--- config.mk ---
export PLATFORM = sky130hd
export DESIGN_NAME = gpio_masked_port
export DESIGN_NICKNAME = d
export VERILOG_FILES = /design/src/rtl/gpio_port_pkg.sv /design/src/rtl/gpio_in_sync.sv /design/src/rtl/gpio_dir_reg.sv /design/src/rtl/gpio_out_half.sv /design/src/rtl/gpio_masked_port.sv
export SDC_FILE = /design/constraint.sdc
export NUM_CORES = 1
export LEC_CHECK = 0
export BUFFER_PORTS_ARGS = -buffer_cell sky130_fd_sc_hd__buf_2
export CAP_MARGIN = 20
export CORE_MARGIN = 1
export CORE_UTILIZATION = 48
export DETAILED_ROUTE_END_ITERATION = 10
export PLACE_DENSITY = 0.85
export SYNTH_ARGS = -nofsm -noshare
export SYNTH_HDL_FRONTEND = slang
export SYNTH_SLANG_ARGS = --single-unit
--- constraint.sdc ---
create_clock -name clk -period 1.7 [get_ports clk]
set_input_delay 0.085 -clock clk [delete_from_list [all_inputs] [get_ports clk]]
set_output_delay 0.085 -clock clk [all_outputs]
set_load 0.005 [all_outputs]
--- src/rtl/gpio_port_pkg.sv ---
package gpio_port_pkg;
    localparam int PIN_COUNT = 32;
    localparam int HALF_W    = PIN_COUNT / 2;
    localparam int ADDR_W    = 8;
    localparam int SYNC_LEN  = 2;

    typedef enum logic [ADDR_W-1:0] {
        REG_MAKE_OUT = 8'h00,
        REG_MAKE_IN  = 8'h04,
        REG_LVL_LO   = 8'h08,
        REG_LVL_HI   = 8'h0C,
        REG_PIN_IN   = 8'h10
    } reg_addr_e;
endpackage

--- src/rtl/gpio_in_sync.sv ---
module gpio_in_sync #(
    parameter int W      = 32,
    parameter int STAGES = 2
) (
    input  logic         clk,
    input  logic         rst_n,
    input  logic [W-1:0] din,
    output logic [W-1:0] dout
);
    logic [W-1:0] stage_q [STAGES];

    always_ff @(posedge clk or negedge rst_n) begin
        if (!rst_n) begin
            for (int k = 0; k < STAGES; k++) stage_q[k] <= '0;
        end else begin
            stage_q[0] <= din;
            for (int k = 1; k < STAGES; k++) stage_q[k] <= stage_q[k-1];
        end
    end

    assign dout = stage_q[STAGES-1];

    // first stage captures the pad word one edge later
    p_first_stage_r8: assert property (@(posedge clk) disable iff (!rst_n)
        $past(rst_n) |-> stage_q[0] == $past(din));

    generate
        if (STAGES > 1) begin : g_chain_chk
            // each later stage follows its predecessor by one edge
            p_chain_r8: assert property (@(posedge clk) disable iff (!rst_n)
                $past(rst_n) |-> stage_q[STAGES-1] == $past(stage_q[STAGES-2]));
        end
    endgenerate
endmodule

--- src/rtl/gpio_dir_reg.sv ---
module gpio_dir_reg #(
    parameter int W = 32
) (
    input  logic         clk,
    input  logic         rst_n,
    input  logic         set_stb,
    input  logic         clr_stb,
    input  logic [W-1:0] bits,
    output logic [W-1:0] dir_q
);
    always_ff @(posedge clk or negedge rst_n) begin
        if (!rst_n)       dir_q <= '0;
        else if (set_stb) dir_q <= dir_q | bits;
        else if (clr_stb) dir_q <= dir_q & ~bits;
    end

    // strobed pins become outputs, others hold
    p_set_r2: assert property (@(posedge clk) disable iff (!rst_n)
        set_stb |=> ((dir_q & $past(bits)) == $past(bits)) &&
                    (((dir_q ^ $past(dir_q)) & ~$past(bits)) == '0));
    // strobed pins become inputs, others hold
    p_clr_r3: assert property (@(posedge clk) disable iff (!rst_n)
        clr_stb |=> ((dir_q & $past(bits)) == '0) &&
                    (((dir_q ^ $past(dir_q)) & ~$past(bits)) == '0));
    // no strobe, no change
    p_idle_r10: assert property (@(posedge clk) disable iff (!rst_n)
        !set_stb && !clr_stb |=> $stable(dir_q));
    p_excl_r9: assert property (@(posedge clk) disable iff (!rst_n)
        !(set_stb && clr_stb));
endmodule

--- src/rtl/gpio_out_half.sv ---
module gpio_out_half #(
    parameter int HW = 16
) (
    input  logic          clk,
    input  logic          rst_n,
    input  logic          wr_stb,
    input  logic [HW-1:0] mask,
    input  logic [HW-1:0] value,
    output logic [HW-1:0] lvl_q
);
    always_ff @(posedge clk or negedge rst_n) begin
        if (!rst_n)      lvl_q <= '0;
        else if (wr_stb) lvl_q <= (lvl_q & ~mask) | (value & mask);
    end

    // masked-off pins keep their level
    p_mask_hold_r4: assert property (@(posedge clk) disable iff (!rst_n)
        wr_stb |=> ((lvl_q ^ $past(lvl_q)) & ~$past(mask)) == '0);
    // enabled pins take the written value
    p_mask_take_r5: assert property (@(posedge clk) disable iff (!rst_n)
        wr_stb |=> ((lvl_q ^ $past(value)) & $past(mask)) == '0);
    // no strobe, level stable
    p_lvl_idle_r10: assert property (@(posedge clk) disable iff (!rst_n)
        !wr_stb |=> $stable(lvl_q));
endmodule

--- src/rtl/gpio_masked_port.sv ---
module gpio_masked_port
    import gpio_port_pkg::*;
(
    input  logic                 clk,
    input  logic                 rst_n,
    input  logic [ADDR_W-1:0]    bus_addr,
    input  logic                 bus_we,
    input  logic [PIN_COUNT-1:0] bus_wdata,
    output logic [PIN_COUNT-1:0] bus_rdata,
    input  logic [PIN_COUNT-1:0] pin_in,
    output logic [PIN_COUNT-1:0] pin_oe,
    output logic [PIN_COUNT-1:0] pin_out
);
    localparam int HALVES = PIN_COUNT / HALF_W;

    logic                 make_out_stb;
    logic                 make_in_stb;
    logic [HALVES-1:0]    lvl_stb;
    logic [PIN_COUNT-1:0] dir_word;
    logic [PIN_COUNT-1:0] lvl_word;
    logic [PIN_COUNT-1:0] in_sync;

    assign make_out_stb = bus_we && (bus_addr == REG_MAKE_OUT);
    assign make_in_stb  = bus_we && (bus_addr == REG_MAKE_IN);
    assign lvl_stb[0]   = bus_we && (bus_addr == REG_LVL_LO);
    assign lvl_stb[1]   = bus_we && (bus_addr == REG_LVL_HI);

    gpio_dir_reg #(.W(PIN_COUNT)) u_dir (
        .clk     (clk),
        .rst_n   (rst_n),
        .set_stb (make_out_stb),
        .clr_stb (make_in_stb),
        .bits    (bus_wdata),
        .dir_q   (dir_word)
    );

    generate
        for (genvar h = 0; h < HALVES; h++) begin : g_half
            gpio_out_half #(.HW(HALF_W)) u_half (
                .clk    (clk),
                .rst_n  (rst_n),
                .wr_stb (lvl_stb[h]),
                .mask   (bus_wdata[2*HALF_W-1:HALF_W]),
                .value  (bus_wdata[HALF_W-1:0]),
                .lvl_q  (lvl_word[h*HALF_W +: HALF_W])
            );
        end
    endgenerate

    gpio_in_sync #(.W(PIN_COUNT), .STAGES(SYNC_LEN)) u_sync (
        .clk   (clk),
        .rst_n (rst_n),
        .din   (pin_in),
        .dout  (in_sync)
    );

    always_comb begin
        bus_rdata = '0;
        case (bus_addr)
            REG_MAKE_IN: bus_rdata = dir_word;
            REG_LVL_LO:  bus_rdata = {{(PIN_COUNT-HALF_W){1'b0}}, lvl_word[HALF_W-1:0]};
            REG_LVL_HI:  bus_rdata = {{(PIN_COUNT-HALF_W){1'b0}}, lvl_word[PIN_COUNT-1:HALF_W]};
            REG_PIN_IN:  bus_rdata = in_sync;
            default:     bus_rdata = '0;
        endcase
    end

    assign pin_oe  = dir_word;
    assign pin_out = lvl_word;

    // a write to any unmapped or read-only address leaves all state stable
    p_unmapped_r9: assert property (@(posedge clk) disable iff (!rst_n)
        bus_we && !make_out_stb && !make_in_stb && (lvl_stb == '0)
        |=> $stable(pin_oe) && $stable(pin_out));
    // a direction change never disturbs stored levels
    p_dir_keeps_lvl_r6: assert property (@(posedge clk) disable iff (!rst_n)
        (make_out_stb || make_in_stb) |=> $stable(pin_out));
endmodule

* After elaboration in Yosys (flattened, before gate mapping)
Cells that the tools add are included.
** Storage, ports and cells
- Flip-flop bits (word level) :: 128
- Bits in latches :: 0
- Memory bits (writable) :: 0
- Bits in read-only memories :: 0
- Output and inout bits :: 96
- Memories kept :: 0
** Operators by class
- Add/sub/neg operators :: 0
- Multipliers :: 0
- Divide/modulo/power cells :: 0
- $lt $le $gt $ge :: 0
- Equality and inequality tests :: 4
- Shift operators :: 0
- Muxes and demuxes :: 3
- Bitwise logic cells :: 9
- Reductions and logical operators :: 6
** Operators by type and width (count)
- 32-bit one-hot mux with 4 select lines :: 1
- 32-bit 2-to-1 mux :: 2
- 16-bit bitwise AND :: 3
- 32-bit bitwise AND :: 1
- 32-bit inverter :: 1
- 16-bit bitwise OR :: 2
- 32-bit bitwise OR :: 1
- 8-bit by 4-bit == test with 1-bit output, second input constant :: 2
- 16-bit inverter :: 1
- 8-bit by 3-bit == test with 1-bit output, second input constant :: 1
- 8-bit by 5-bit == test with 1-bit output, second input constant :: 1
- 8-bit logical NOT :: 1
- 1-bit logical AND :: 4
- 2-bit nonzero test :: 1

* Longest topological paths before layout
Gate-level depths: netlist of run 1.
- Depth in word-level cells :: 4
- Gate-level depth with buffers :: 6
- Depth with buffers taken out :: 3

* By module
A second synthesis of run 1 with hierarchy kept.
** Second synthesis, totals
- Cell total of the unflattened synthesis :: 386
- Area total of the unflattened synthesis :: 5250.0 µm²
** Modules (own cells, without submodules)
- gpio_in_sync :: times used 1, cells each 96, area an instance 1841.8 µm², seq. area each 1601.5 µm²
- gpio_out_half :: times used 2, cells each 50, area an instance 700.7 µm², seq. area each 400.4 µm²
- gpio_dir_reg :: times used 1, cells each 102, area an instance 1249.9 µm², seq. area each 800.8 µm²
- gpio_masked_port :: times used 1, cells each 88, area an instance 757.0 µm², seq. area each 0.0 µm²

* Worst setup path after synthesis of run 1
OpenSTA, ideal clock, no wires.
- Kind :: input -> register
- From :: in bus_addr[5]
- To :: reg (tool-made name)
- Library setup time :: 0.128 ns
- Arrival :: 1.607 ns
- Path slack :: -0.035 ns
- Stages :: 6
- Path through :: or4_4 > buf_6 > buf_6 > buf_6 > nor4_2 > mux2_1
** RTL lines
- from (decl) :: RTL line gpio_masked_port.sv:6 : input logic [ADDR_W-1:0] bus_addr,

* Worst setup path in the final report of run 1
- From :: in bus_addr[1]
- To :: out bus_rdata[23]
** Between the ends
- Cells in the longest elaborated chain, start to end :: 2
- Elaborated cells between the ends (all ways) :: 5
- Those cells by class :: 4 x eq/ne; 1 x mux
** RTL lines
- 8-bit by 5-bit == test with 1-bit output (tied with other cells) :: RTL line gpio_masked_port.sv:59 : case (bus_addr)
- 32-bit one-hot mux with 4 select lines (*) :: RTL line gpio_masked_port.sv:59
- to (decl) :: RTL line gpio_masked_port.sv:9 : output logic [PIN_COUNT-1:0] bus_rdata,
Every way passes the cells marked *; elsewhere a longest branch is shown, timed or not.

==> results of run 1 <==
-- through the flow --
step / TNS, ns / std cells / area, sq um
finish: -0.170 / 836 / 8040
CTS: -0.0498 / 835 / 8010
global route: -2.14 / 836 / 8040
global placement: -3.10 / 732 / 6580
floorplan: 0 / 433 / 5440
detailed placement: -5.20 / 732 / 6580
-- power by group --
part	leakage [nW]	internal, mW	switching, mW	total [mW]
combinational	2.30	0.310	0.346	0.655
clock	0.299	2.54	1.36	3.89
sequential	1.48	3.18	0.0759	3.26
-- routing by layer --
metal	GRT usage	share of wire	wire length [microns]	up-vias
li1	-	-	-	2079
met1	0.362	0.39	6490	2319
met2	0.481	0.50	8380	254
met3	0.0970	0.080	1350	65
met4	0.142	0.037	622	0
met5	0	0	0	-
-- timing repair --
action	CTS	global route
pin swaps	12	24
buffers inserted	3	0
hold buffers	65	0
endpoints found under the setup margin	32	32
gates cloned	3	1
resized for setup	9	1
hold endpoints to repair	224	0
-- cell type report --
type,instances,area (sq um)
flip-flops and latches,128,3200
multi-input cells,234,1970
clock inverters,12,181
clock buffers,20,457
fillers,736,2900
inverters,32,120
well taps,140,175
repair buffers,270,1930
-- cells in the final DEF, fill, tap and decap left out, drive strengths merged --
| master | count |
|---|---|
| a211oi | 16 |
| a221o | 16 |
| a22o | 16 |
| buf | 203 |
| bufbuf | 1 |
| bufinv | 4 |
| clkbuf | 21 |
| clkinv | 2 |
| clkinvlp | 4 |
| dfrtp | 128 |
| dlygate4sd3 | 65 |
| inv | 34 |
| mux2 | 32 |
| mux2i | 32 |
| nand2 | 17 |
| nand2b | 2 |
| nand3 | 32 |
| nand3b | 32 |
| nor3 | 1 |
| nor4 | 34 |
| nor4b | 2 |
| or2 | 1 |
| or4 | 1 |
-- cell families after synthesis --
group	after synthesis	synth area share
flops	128	0.589
simple gates	122	0.153
buf+inv	71	0.0552
mux	64	0.125
compound gates	48	0.0773
-- how the worst max path moves through the flow --
stage | to | slack, ns
after global placement | register | -0.11
after detailed placement | register | -0.23
after global routing | bus_rdata[7] | -0.1
after CTS | bus_rdata[15] | -0.007
after floorplan | register | 0.04
final | bus_rdata[23] | -0.02
==> run_results.csv, run 1 <==
group,metric,value,unit
clock_network,cts.sinks,128,
drt,vias_per_cell,5.64,
finish,diodes,0,
clock_network,clk_pin_slew_worst_paths,0.06,ns
placement,hpwl,10.0,mm
synthesis,syn_avg_cell_area,12.6,sq um
setup_path,crit_family,"simple AND/OR/NAND/NOR gates",
sta,drv_slew,0,
sta,finalCritPeriodShare,1.01,
setup_path,cp.depth,7,
synthesis,yosysMostFrequentCell,"dfrtp_1",
sta,finalHoldViolations,0,
global_routing,grt_pass1_wl,25.8,mm
pwr,p_leak,4.08,nW
pwr,power.total,7.81,mW
flow_run,drv_cap,0,
setup_path,cp_data_arrival_time,1.64,ns
synthesis,ys_seq_area_frac,0.589,
clock_network,cts_root_buf,"clkbuf_16",
finish,syn_to_final_growth,47.9,%
placement,pre_cts_slack,-0.227,ns
synthesis,synthCells,433,
finish,fin_util,0.735,
die,initial_core_util,0.497,
setup_path,path_buf_inv,4,
sta,setup_viol,14,
synthesis,synth_enable_flop_cells,0,
sta,timing.final.crit_period,1.72,ns
sta,max-slew-margin-rel,0.675,
sta,fin_hold_ws,0.0927,ns
die,rows,38,
drt,vias,4717,
synthesis,yosys.area.top_type,"dfrtp_1",
synthesis,synthFlopType,"dfrtp_1",
setup_path,crit_type,"input port to output pin",
global_routing,grt_start_max_net_pins,70,
placement,gp_congestion,0.832,
clock_network,clk_path_buf_depth,2,
sta,setup_ws,-0.0245,ns
global_routing,grt.total_usage,0.299,
run_status,status,"finished, violations left",
placement,io_buffers,170,
die,die_h,108,microns
drt,first_pass_iters,6,
die,die_area,0.0118,sq mm
synthesis,yosysTopAreaCellShare,0.589,
synthesis,yosysWarnings,0,
clock_network,clk_latency,0.42,ns
min_path,hp-class,"input port to asynchronous set/reset pin",
sta,finalClockSkew,0.00500,ns
synthesis,synth.cell_area,0.00544,sq mm
setup_path,critPathLaunchType,"input port",
setup_path,required,1.62,ns
clock_network,htree_num_levels,4,
die,ioPinCount,171,
global_routing,antenna_found_initial,0,
synthesis,synth_nets,508,
pwr,ir_drop,1.30,mV
clock_network,cts_buffers,17,
synthesis,yosys_register_bits,128,
setup_path,reg2regPathDepth,1,
clock_network,cts_tree,"yes",
sta,max_freq,0.580,GHz
setup_path,path_cells,"buf_6 -> or4_4 -> nor4_4 -> buf_4 -> clkbuf_16 -> a22o_1 -> buf_2",
synthesis,yosysUniqueCellTypes,23,
synthesis,yosys-top-cells-area,"dfrtp_1, mux2_1, mux2i_1",
drt,wirelength,16.8,mm
synthesis,synth-async-reset-ratio,1.00,
sta,worst_pin_slew,0.483,ns
global_routing,grt_pass1_vias,4885,
setup_path,cp-startpoint,"bus_addr[1]",
finish,nNetsFinal,758,
die,core-area,0.0109,sq mm
drt,drt_iter0_markers,436,
setup_path,worst-r2r-setup-slack,0.86,ns
drt,drt-wirelength-per-cell,20.1,microns
drt,route.detailed.drc,0,
run_status,violations,"negative setup slack",
die,die_x,108,microns
setup_path,end_kind,"output pin",
drt,antenna_left,0,
pwr,power_per_cell_area,971,mW/mm^2
setup_path,cp_max_fo,7,
finish,drive_gt1_frac,0.368,
setup_path,cpPeakStageDelay,0.64,ns
sta,rsz0062_at_grt,"yes",
global_routing,grt_overflow,0,
setup_path,slowest_stage,"or4_4",
No activity file was read; power rests on OpenSTA's default activity.
==> run 2, diff against run 1 <==
==> constraint.sdc (replaced) <==
create_clock -name clk -period 1.9 [get_ports clk]
set_input_delay 0.095 -clock clk [delete_from_list [all_inputs] [get_ports clk]]
set_output_delay 0.095 -clock clk [all_outputs]
set_load 0.005 [all_outputs]
==> run_results.csv, run 2 (synthesis results as in run 1) <==
group,metric,value,unit
setup_path,cp_data_arrival_time,1.72,ns
global_routing,grt_start_max_net_pins,55,
clock_network,htree_num_levels,4,
clock_network,clk_pin_slew_worst_paths,0.06,ns
setup_path,worst-r2r-setup-slack,1.05,ns
global_routing,grt_pass1_vias,4933,
setup_path,cpPeakStageDelay,0.65,ns
pwr,p_clk_frac,0.482,
pwr,p_int,5.11,mW
sta,fin_hold_ws,0.0272,ns
sta,finalClockSkew,0.0103,ns
setup_path,critPathLaunchType,"input port",
finish,syn_to_final_growth,42.5,%
die,core-area,0.0109,sq mm
min_path,hp-class,"input port to register",
global_routing,grt_overflow,0,
sta,finalCritPeriodShare,0.953,
finish,nNetsFinal,743,
finish,final_cell_mix,"buf_2, dfrtp_1, dlygate4sd3_1",
finish,diodes,0,
sta,rsz0062_at_grt,"no",
die,die_h,108,microns
sta,max-slew-margin-rel,0.662,
pwr,power.total,6.71,mW
pwr,power.share.sequential,0.434,
drt,vias_per_cell,5.63,
setup_path,required,1.80,ns
clock_network,post-cts-setup-buffer-count,0,
drt,drt_iter0_markers,286,
global_routing,grt_busiest_layer,"met2",
global_routing,grt_pass1_wl,25.5,mm
die,rows,38,
global_routing,use_met1,0.358,
sta,setup_ws,0.0899,ns
clock_network,cts_buffers,17,
clock_network,clk_latency,0.42,ns
clock_network,cts.sinks,128,
setup_path,cp_max_fo,13,
pwr,p_leak,3.94,nW
sta,max_freq,0.552,GHz
drt,drt-wirelength-per-cell,19.6,microns
finish,fill_cells,749,
drt,route.detailed.drc,0,
setup_path,end_kind,"output pin",
finish,fin_util,0.709,
run_status,status,"finished, final reports clean",
die,die_x,108,microns
drt,first_pass_iters,5,
placement,pre_cts_slack,-0.0685,ns
clock_network,cts_root_buf,"clkbuf_16",
flow_run,drv_cap,0,
sta,finalHoldViolations,0,
clock_network,clk_path_buf_depth,2,
sta,setup_viol,0,
placement,hpwl,9.94,mm
global_routing,globalRouteMet3Util,0.0850,
setup_path,crit_type,"input port to output pin",
drt,wirelength,16.1,mm
sta,worst_pin_slew,0.507,ns
sta,drv_slew,0,
die,die_area,0.0118,sq mm
die,ioPinCount,171,
clock_network,cts_tree,"yes",
placement,io_buffers,170,
sta,timing.final.crit_period,1.81,ns
pwr,p_switching,1.60,mW
pwr,power_per_cell_area,866,mW/mm^2
drt,antenna_left,0,
die,initial_core_util,0.497,
placement,gp_congestion,0.788,
setup_path,critPathMostFrequentCell,"buf_2",
global_routing,grt.total_usage,0.294,
sta,setup_tns,0,ns
global_routing,grtUsageMet2,0.472,
pwr,p_comb_frac,0.084,
global_routing,antenna_found_initial,0,
pwr,switching_share,0.238,
setup_path,slowest_stage,"or4_4",
setup_path,path_cells,"buf_2 -> or4_4 -> buf_4 -> a211oi_1 -> a221o_1 -> buf_2",
pwr,ir_drop,0.790,mV
finish,drive_gt1_frac,0.352,
drt,vias,4624,
finish,final_common_cell,"buf_2",
-- run 2: critical path, delay by kind of cell --
kind | cells | cell delay [ns]
AND/OR/NAND/NOR | 1 | 0.65
AO/OA/AOI/OAI | 2 | 0.51
buffers and inverters | 3 | 0.47
-- run 2: metrics by stage --
stage          std cells  instance area, sq um
3_5_place_dp         726                  6520
3_3_place_gp         726                  6520
6_report             821                  7750
5_1_grt              821                  7750
2_1_floorplan        433                  5440
4_1_cts              821                  7740
-- run 2: worst paths after layout --
| kind | end | cells past startpoint | startpoint |
|---|---|---|---|
| min in group asynchronous | asynchronous set/reset pin | 2 | rst_n |
| setup / recovery | bus_rdata[15] | 6 | bus_addr[5] |
| hold reg to reg | u_sync.dout[31] | 0 | u_sync.stage_q[63] |
| hold / removal | register | 3 | bus_wdata[20] |
| max in group asynchronous | asynchronous set/reset pin | 3 | rst_n |
| setup reg to reg | register | 1 | register |
-- run 2: power by group through the flow --
stage	Clock, mW	Combinational [mW]	Sequential, mW
global route	3.40	0.611	2.92
detailed placement	0	0.451	2.96
global placement	0	0.436	2.95
floorplan	0	0.171	2.95
CTS	3.27	0.554	2.91
finish	3.23	0.563	2.91
-- run 2: cell type report --
cell class                      count  area, sq um  area share
Inverter                           32          120      0.0155
Tap cell                          140          175      0.0226
Clock buffer                       20          457      0.0589
Timing Repair Buffer              255         1700       0.220
Sequential cell                   128         3200       0.413
Multi-Input combinational cell    234         1960       0.252
Clock inverter                     12          135      0.0174
-- run 2: timing repair --
item,CTS,global route
endpoints found under the hold margin,144,0
resized for setup,0,1
endpoints found under the setup margin,0,13
hold buffers,63,0
-- run 2: metal layers --
metal,wire [microns],part of all wire
met1,6450,0.40
met2,8000,0.50
met3,1100,0.068
met4,541,0.034
met5,0,0
